## src/rtl/pswl_pkg.sv

```systemverilog
package pswl_pkg;
    localparam int PROG_W_DEF = 7;
    localparam int SWAL_W_DEF = 6;
endpackage

```

## src/rtl/pswl_prog_ctr.sv

```systemverilog
module pswl_prog_ctr #(
    parameter int W = pswl_pkg::PROG_W_DEF
) (
    input  logic         clk,
    input  logic         rst,
    input  logic         tick,
    input  logic [W-1:0] limit_in,
    output logic         term_o,
    output logic         pulse_o
);
    typedef struct packed {
        logic [W-1:0] cnt;
        logic [W-1:0] shadow;
        logic         pulse;
    } prog_st_t;

    prog_st_t st_d, st_q;
    logic     hit;

    assign hit = tick && (st_q.cnt == st_q.shadow);

    always_comb begin
        st_d       = st_q;
        st_d.pulse = 1'b0;
        if (rst) begin
            st_d.cnt    = '0;
            st_d.shadow = limit_in;
        end else if (hit) begin
            st_d.cnt    = '0;
            st_d.pulse  = 1'b1;
            st_d.shadow = limit_in;
        end else if (tick) begin
            st_d.cnt = st_q.cnt + 1'b1;
        end
    end

    always_ff @(posedge clk) begin
        st_q <= st_d;
    end

    assign term_o  = hit;
    assign pulse_o = st_q.pulse;
endmodule

```

## src/rtl/pswl_swal_ctr.sv

```systemverilog
module pswl_swal_ctr #(
    parameter int W = pswl_pkg::SWAL_W_DEF
) (
    input  logic         clk,
    input  logic         rst,
    input  logic         tick,
    input  logic         clear,
    input  logic [W-1:0] limit_in,
    output logic         mod_o
);
    typedef struct packed {
        logic [W-1:0] cnt;
        logic [W-1:0] shadow;
        logic         mod;
    } swal_st_t;

    swal_st_t st_d, st_q;
    logic     run;

    // counting stops once modulus control is up
    assign run = tick && !st_q.mod;

    always_comb begin
        st_d = st_q;
        if (rst || clear) begin
            st_d.cnt    = '0;
            st_d.mod    = 1'b0;
            st_d.shadow = limit_in;
        end else if (run) begin
            if (st_q.cnt == st_q.shadow) begin
                st_d.mod = 1'b1;
            end else begin
                st_d.cnt = st_q.cnt + 1'b1;
            end
        end
    end

    always_ff @(posedge clk) begin
        st_q <= st_d;
    end

    assign mod_o = st_q.mod;
endmodule

```

## src/rtl/pswl_backend.sv

```systemverilog
module pswl_backend #(
    parameter int PROG_W = pswl_pkg::PROG_W_DEF,
    parameter int SWAL_W = pswl_pkg::SWAL_W_DEF
) (
    input  logic              clk,
    input  logic              rst,
    input  logic              pre_tick,
    input  logic [PROG_W-1:0] prog_val,
    input  logic [SWAL_W-1:0] swal_val,
    output logic              div_out,
    output logic              mod_ctrl
);
    logic period_end;

    pswl_prog_ctr #(.W(PROG_W)) prog_i (
        .clk      (clk),
        .rst      (rst),
        .tick     (pre_tick),
        .limit_in (prog_val),
        .term_o   (period_end),
        .pulse_o  (div_out)
    );

    pswl_swal_ctr #(.W(SWAL_W)) swal_i (
        .clk      (clk),
        .rst      (rst),
        .tick     (pre_tick),
        .clear    (period_end),
        .limit_in (swal_val),
        .mod_o    (mod_ctrl)
    );
endmodule

```

## config.mk

```make
export PLATFORM = sky130hd
export DESIGN_NAME = pswl_backend
export DESIGN_NICKNAME = d
export VERILOG_FILES = /design/src/rtl/pswl_pkg.sv /design/src/rtl/pswl_prog_ctr.sv /design/src/rtl/pswl_swal_ctr.sv /design/src/rtl/pswl_backend.sv
export SDC_FILE = /design/constraint.sdc
export NUM_CORES = 1
export LEC_CHECK = 0
export BUFFER_PORTS_ARGS = -buffer_cell sky130_fd_sc_hd__buf_4
export CORE_AREA = 2 2 51 53
export DETAILED_ROUTE_END_ITERATION = 10
export DIE_AREA = 0 0 53 55
export PLACE_DENSITY_LB_ADDON = 0.1
export SYNTH_ARGS = -nofsm -noshare
export SYNTH_HDL_FRONTEND = slang
export SYNTH_SLANG_ARGS = --single-unit
```

## constraint.sdc

```tcl
create_clock -name clk -period 3.01 [get_ports clk]
set_input_delay 0.301 -clock clk [delete_from_list [all_inputs] [get_ports clk]]
set_output_delay 0.301 -clock clk [all_outputs]
set_load 0.02 [all_outputs]
```

==> Word level (Yosys, flattened, before mapping) <==
Cells that the tools add are included.
{ "op_classes": {"addsub": 2, "mul": 0, "n_div": 0, "n_lt_le_gt_ge": 0, "eq_ne": 2, "n_shift": 0, "muxes": 2, "bitwise_logic": 1, "n_reduce_logical": 8} }
{ "ops": {"columns": ["op", "count"], "rows": [
  ["8-bit two-way mux", 1],
  ["7-bit by 1-bit adder with 7-bit output (second input constant)", 1],
  ["7-bit == test", 1],
  ["7-bit two-way mux", 1],
  ["6-bit by 1-bit adder with 6-bit output (second input constant)", 1],
  ["6-bit == test", 1],
  ["2-bit AND reduction", 2],
  ["1-bit logical AND", 2],
  ["2-bit nonzero test", 1],
  ["2-bit OR reduction", 1],
  ["1-bit logical NOT", 1],
  ["1-bit logical OR", 1],
  ["1-bit NOT", 1]
]} }
{ "totals": {"regBits": 28, "latchBits": 0, "ramBits": 0, "rom_bits": 0, "inputBits": 16, "word_cells": 21, "n_memories": 0} }

==> Depth between registers and ports, before layout <==
{ "logic_depth": {"word_depth": 4, "ltp_mapped": 6, "ltp_nobuf": 5} }

==> Modules after synthesis <==
A second synthesis with hierarchy kept.
{ "unflattened": {"hier_cells": 135, "area_unflattened_um2": 1426.4} }
{ "modules_own_cells": {"columns": ["module", "instances", "cells_per_inst", "area_per_inst_um2"], "rows": [
  ["pswl_prog_ctr", 1, 83, 845.8],
  ["pswl_swal_ctr", 1, 52, 580.6]
]} }

==> Worst setup path after synthesis <==
Ideal clock, no wire load.
{ "synth_timing": {"kind": "register -> register", "startpoint": "register prog_i.st_q[3] (netlist bit)", "endpoint": "register prog_i.st_q[1] (netlist bit) (enable)", "setup_time_ns": 0.341, "arrival_time_ns": 1.292, "t_required_ns": 2.669, "slack_ns": 1.377, "path_stages_with_launch": 5, "n_path_buf": 1, "cell_sequence": "edfxtp_1 > xnor2_1 > nand4_1 > o31ai_2 > buf_2"} }
{ "synth_between": {"elab_chain_len": 3} }
{ "synth_rtl": {"columns": ["item", "line", "rtl"], "rows": [
  ["from (decl)", "pswl_prog_ctr.sv:17", "prog_st_t st_d, st_q;"],
  ["from (signal assigned)", "pswl_prog_ctr.sv:38", "st_q <= st_d;"],
  ["7-bit == test", "pswl_prog_ctr.sv:20", "assign hit = tick && (st_q.cnt == st_q.shadow);"],
  ["1-bit logical AND", "pswl_prog_ctr.sv:20", null],
  ["2-bit nonzero test (no source line)", null, null]
]} }
No other way between the ends.
A chain may end at the register's enable or synchronous reset.

==> Final worst setup path <==
{ "layout_timing": {"startpoint": "register prog_i.st_q[8] (netlist bit)", "endpoint": "register swal_i.st_q[6] (netlist bit) (enable)"} }
{ "layout_between": {"elab_chain_len": 3} }
{ "layout_rtl": {"columns": ["item", "line", "rtl"], "rows": [
  ["7-bit == test", "pswl_prog_ctr.sv:20", null],
  ["1-bit logical AND", "pswl_prog_ctr.sv:20", null],
  ["1-bit logical OR", "pswl_swal_ctr.sv:25", "if (rst || clear) begin"],
  ["to (signal assigned)", "pswl_swal_ctr.sv:39", "st_q <= st_d;"],
  ["to (decl)", "pswl_swal_ctr.sv:17", "swal_st_t st_d, st_q;"]
]} }
No other way between the ends.

==> metrics.cfg <==
[critical_path]
cp-startpoint = prog_i.st_q[8]
critPathCaptureType = flop
cp.arrival_ns = 1.71
crit_path_end = swal_i.st_q[6]
cp_max_fo = 34
timing_worst_setup_path_type = flop to flop
regToRegSetupSlack_ns = 1.31
r2r_end = swal_i.st_q[6]
timing.rr.start = prog_i.st_q[8]
critPathRequiredTime_ns = 3.01
rr_worst_depth = 4
startpoint_type = flop

[sta]
fin_worst_skew_ns = 0.00920
slew_violations = 0
fmax_mhz = 587
tightest_slew_ns = 0.361
max_slew_margin_pct = 75.8
setup-tns-final_ns = 0
finalSetupViolations = 0
hold_violations = 0
grt_setup_unrepaired = false
post-route-min-period_ns = 1.70
period_share_pct = 56.6

[clock_tree]
cts_tree = yes
h-tree-depth = 1
insertion_delay_ns = 0.32
clk_pin_slew_ns = 0.15
cts_buffer_depth = 2
cts_num_sinks = 28
cts_buffers = 3
post_cts_buffers = 0
postCtsHoldBufs = 0
root_buffer = clkbuf_4
cts-resized-gates = 0

[logic_synthesis]
yosysSeqAreaShare_pct = 55.8
syn_area_per_cell_um2 = 11.5
yosys.area.top_type = edfxtp_1
synth_cells = 108
synth_top_cells_by_area = edfxtp_1 32%, dfxtp_1 24%, xnor2_1 9.9%
synthDistinctLibCells = 25
synth-warning-count = 0
syn-num-nets = 126
ys_seq_elements = 28
syn_area_mm2 = 0.00124
synth_top_area_share_pct = 31.5

[worst_hold_path]
holdCritPathClass = input pin to flop

[power]
p_int_mw = 0.590
combPwrFrac_pct = 9.8
p_seq_share_pct = 58.0
p_sw_mw = 0.153
pwr-share-clk_pct = 32.2
switching_share_pct = 20.6
leakage_nw = 0.556
cellPowerDensity_mw_per_mm2 = 511
ir_drop_v = 0.000538

[floorplanning]
initial_utilization_pct = 52.3
dieHeight_um = 55
die_area_mm2 = 0.00292
io_pins = 18
core_area_mm2 = 0.00236
die_w_um = 53
row_count = 18

[route]
via_count = 771
antenna_left = 0
drt_iter0_drc = 12
wl_per_cell_um = 11.5
routed_wirelength_mm = 1.81
first_pass_iters = 4
viasPerCell = 4.91
drc = 0

[finish]
drive_gt1_share_pct = 22.0
area_growth_pct = 17.5
antenna_cells = 0
fillers = 202
utilization_pct = 61.5
final_nets = 146

[run]
cap_violations = 0

[place]
io_buffer_count = 17
dp_hpwl_mm = 1.31
gp_congestion = 0.723

[global_routing]
grt_antenna_before_repair = 0
grt_max_degree = 35
grt_pass1_vias = 737
gr-total-overflow = 0
grt_pass1_wl_mm = 2.95
grt_usage_pct = 14.4

[run_status]
outcome = complete, no violations

==> flip-flops by register name (all words and copies together) (netlist names) <==
register and flops:
prog_i.st_q 14, swal_i.st_q 12, prog_i.pulse_o 1, swal_i.mod_o 1
==> power groups by stage <==
stage	clock (mW)	sequential [mW]	combinational (mW)
after detailed placement	0	0.440	0.0734
after CTS	0.245	0.431	0.0738
final	0.239	0.431	0.0724
after global routing	0.265	0.434	0.0811
after global placement	0	0.439	0.0717
after floorplan	0	0.437	0.0496
==> final cells by class <==
class                           count  area, um^2  share of cell area (%)
Inverter                            2        7.51                   0.516
Tap cell                           30        37.5                    2.58
Clock inverter                      1        30.0                    2.07
Clock buffer                        3        22.5                    1.55
Multi-Input combinational cell     75         531                    36.5
Sequential cell                    28         691                    47.5
Timing Repair Buffer               18         135                    9.29
==> per-stage QoR <==
stage | hold WS [ns] | cells | power, mW | setup slack (ns) | area, um^2
after floorplan | 0.380 | 108 | 0.486 | 1.38 | 1240
after global placement | 0.476 | 153 | 0.511 | 1.30 | 1400
after CTS | 0.131 | 157 | 0.750 | 1.28 | 1450
after global routing | 0.105 | 157 | 0.780 | 1.18 | 1450
final | 0.137 | 157 | 0.742 | 1.31 | 1450
after detailed placement | 0.480 | 153 | 0.513 | 1.29 | 1400
==> cell usage after synthesis (all sizes together) <==
master	number
and3	1
buf	3
o31ai	1
ha	2
and2	8
xnor2	14
inv	2
nand2	6
dfxtp	15
a21oi	4
a31oi	1
edfxtp	13
xor2	9
nor2	16
nor4	2
nand4	5
mux2i	2
nor2b	1
a31o	1
a21boi	1
nand3	1
==> critical path, stage by stage (launching register included) <==
cell	delay [ns]
dfxtp_1	0.43
xnor2_1	0.15
nand4_1	0.18
o31ai_4	0.27
buf_4	0.35
==> how the worst min path moves through the flow <==
stage,startpoint,endpoint,slack [ns],cells after the start
2_1_floorplan,rst,prog_i.pulse_o,0.38,1
3_3_place_gp,rst,prog_i.pulse_o,0.48,2
3_5_place_dp,swal_val[4],swal_i.st_q[5],0.48,1
4_1_cts,swal_val[4],swal_i.st_q[5],0.13,1
5_1_grt,swal_val[1],swal_i.st_q[2],0.11,1
6_report,rst,prog_i.pulse_o,0.14,2
==> layout by cell type (no fill, tap or decap), types with 2 or more instances in the layout <==
| cell | synthesis | routed |
|---|---|---|
| xnor2_1 | 14 | 14 |
| buf_4 | 1 | 18 |
| and2_1 | 8 | 8 |
| edfxtp_1 | 13 | 13 |
| xor2_1 | 9 | 9 |
| nor2_1 | 15 | 15 |
| clkbuf_4 | 0 | 3 |
| mux2i_1 | 2 | 2 |
| inv_1 | 2 | 2 |
| ha_1 | 2 | 2 |
| nand2_1 | 6 | 6 |
| a21oi_1 | 3 | 3 |
| dfxtp_1 | 15 | 15 |
| nand4_1 | 5 | 5 |
==> layer usage <==
layer / global-route usage, % / share of wire [%] / wire, um / vias up
met3: 3.23 / 2.5 / 46 / 2
met5: 0 / 0 / 0 / -
li1: - / - / - / 404
met2: 27.7 / 53 / 950 / 9
met1: 14.9 / 44 / 794 / 356
met4: 6.41 / 0.83 / 15 / 0
==> kinds of logic (layout without fill, tap and decap cells) <==
group,count (synthesis),in the layout,share of synthesized area [%]
mux,2,2,1.62
simple gates,40,40,17.2
fa+ha+maj,2,2,2.02
xor+xnor,23,23,16.3
flops,28,28,55.8
buf+inv,5,24,2.02
compound gates,8,8,5.06
(Power assumes the default switching activity.)
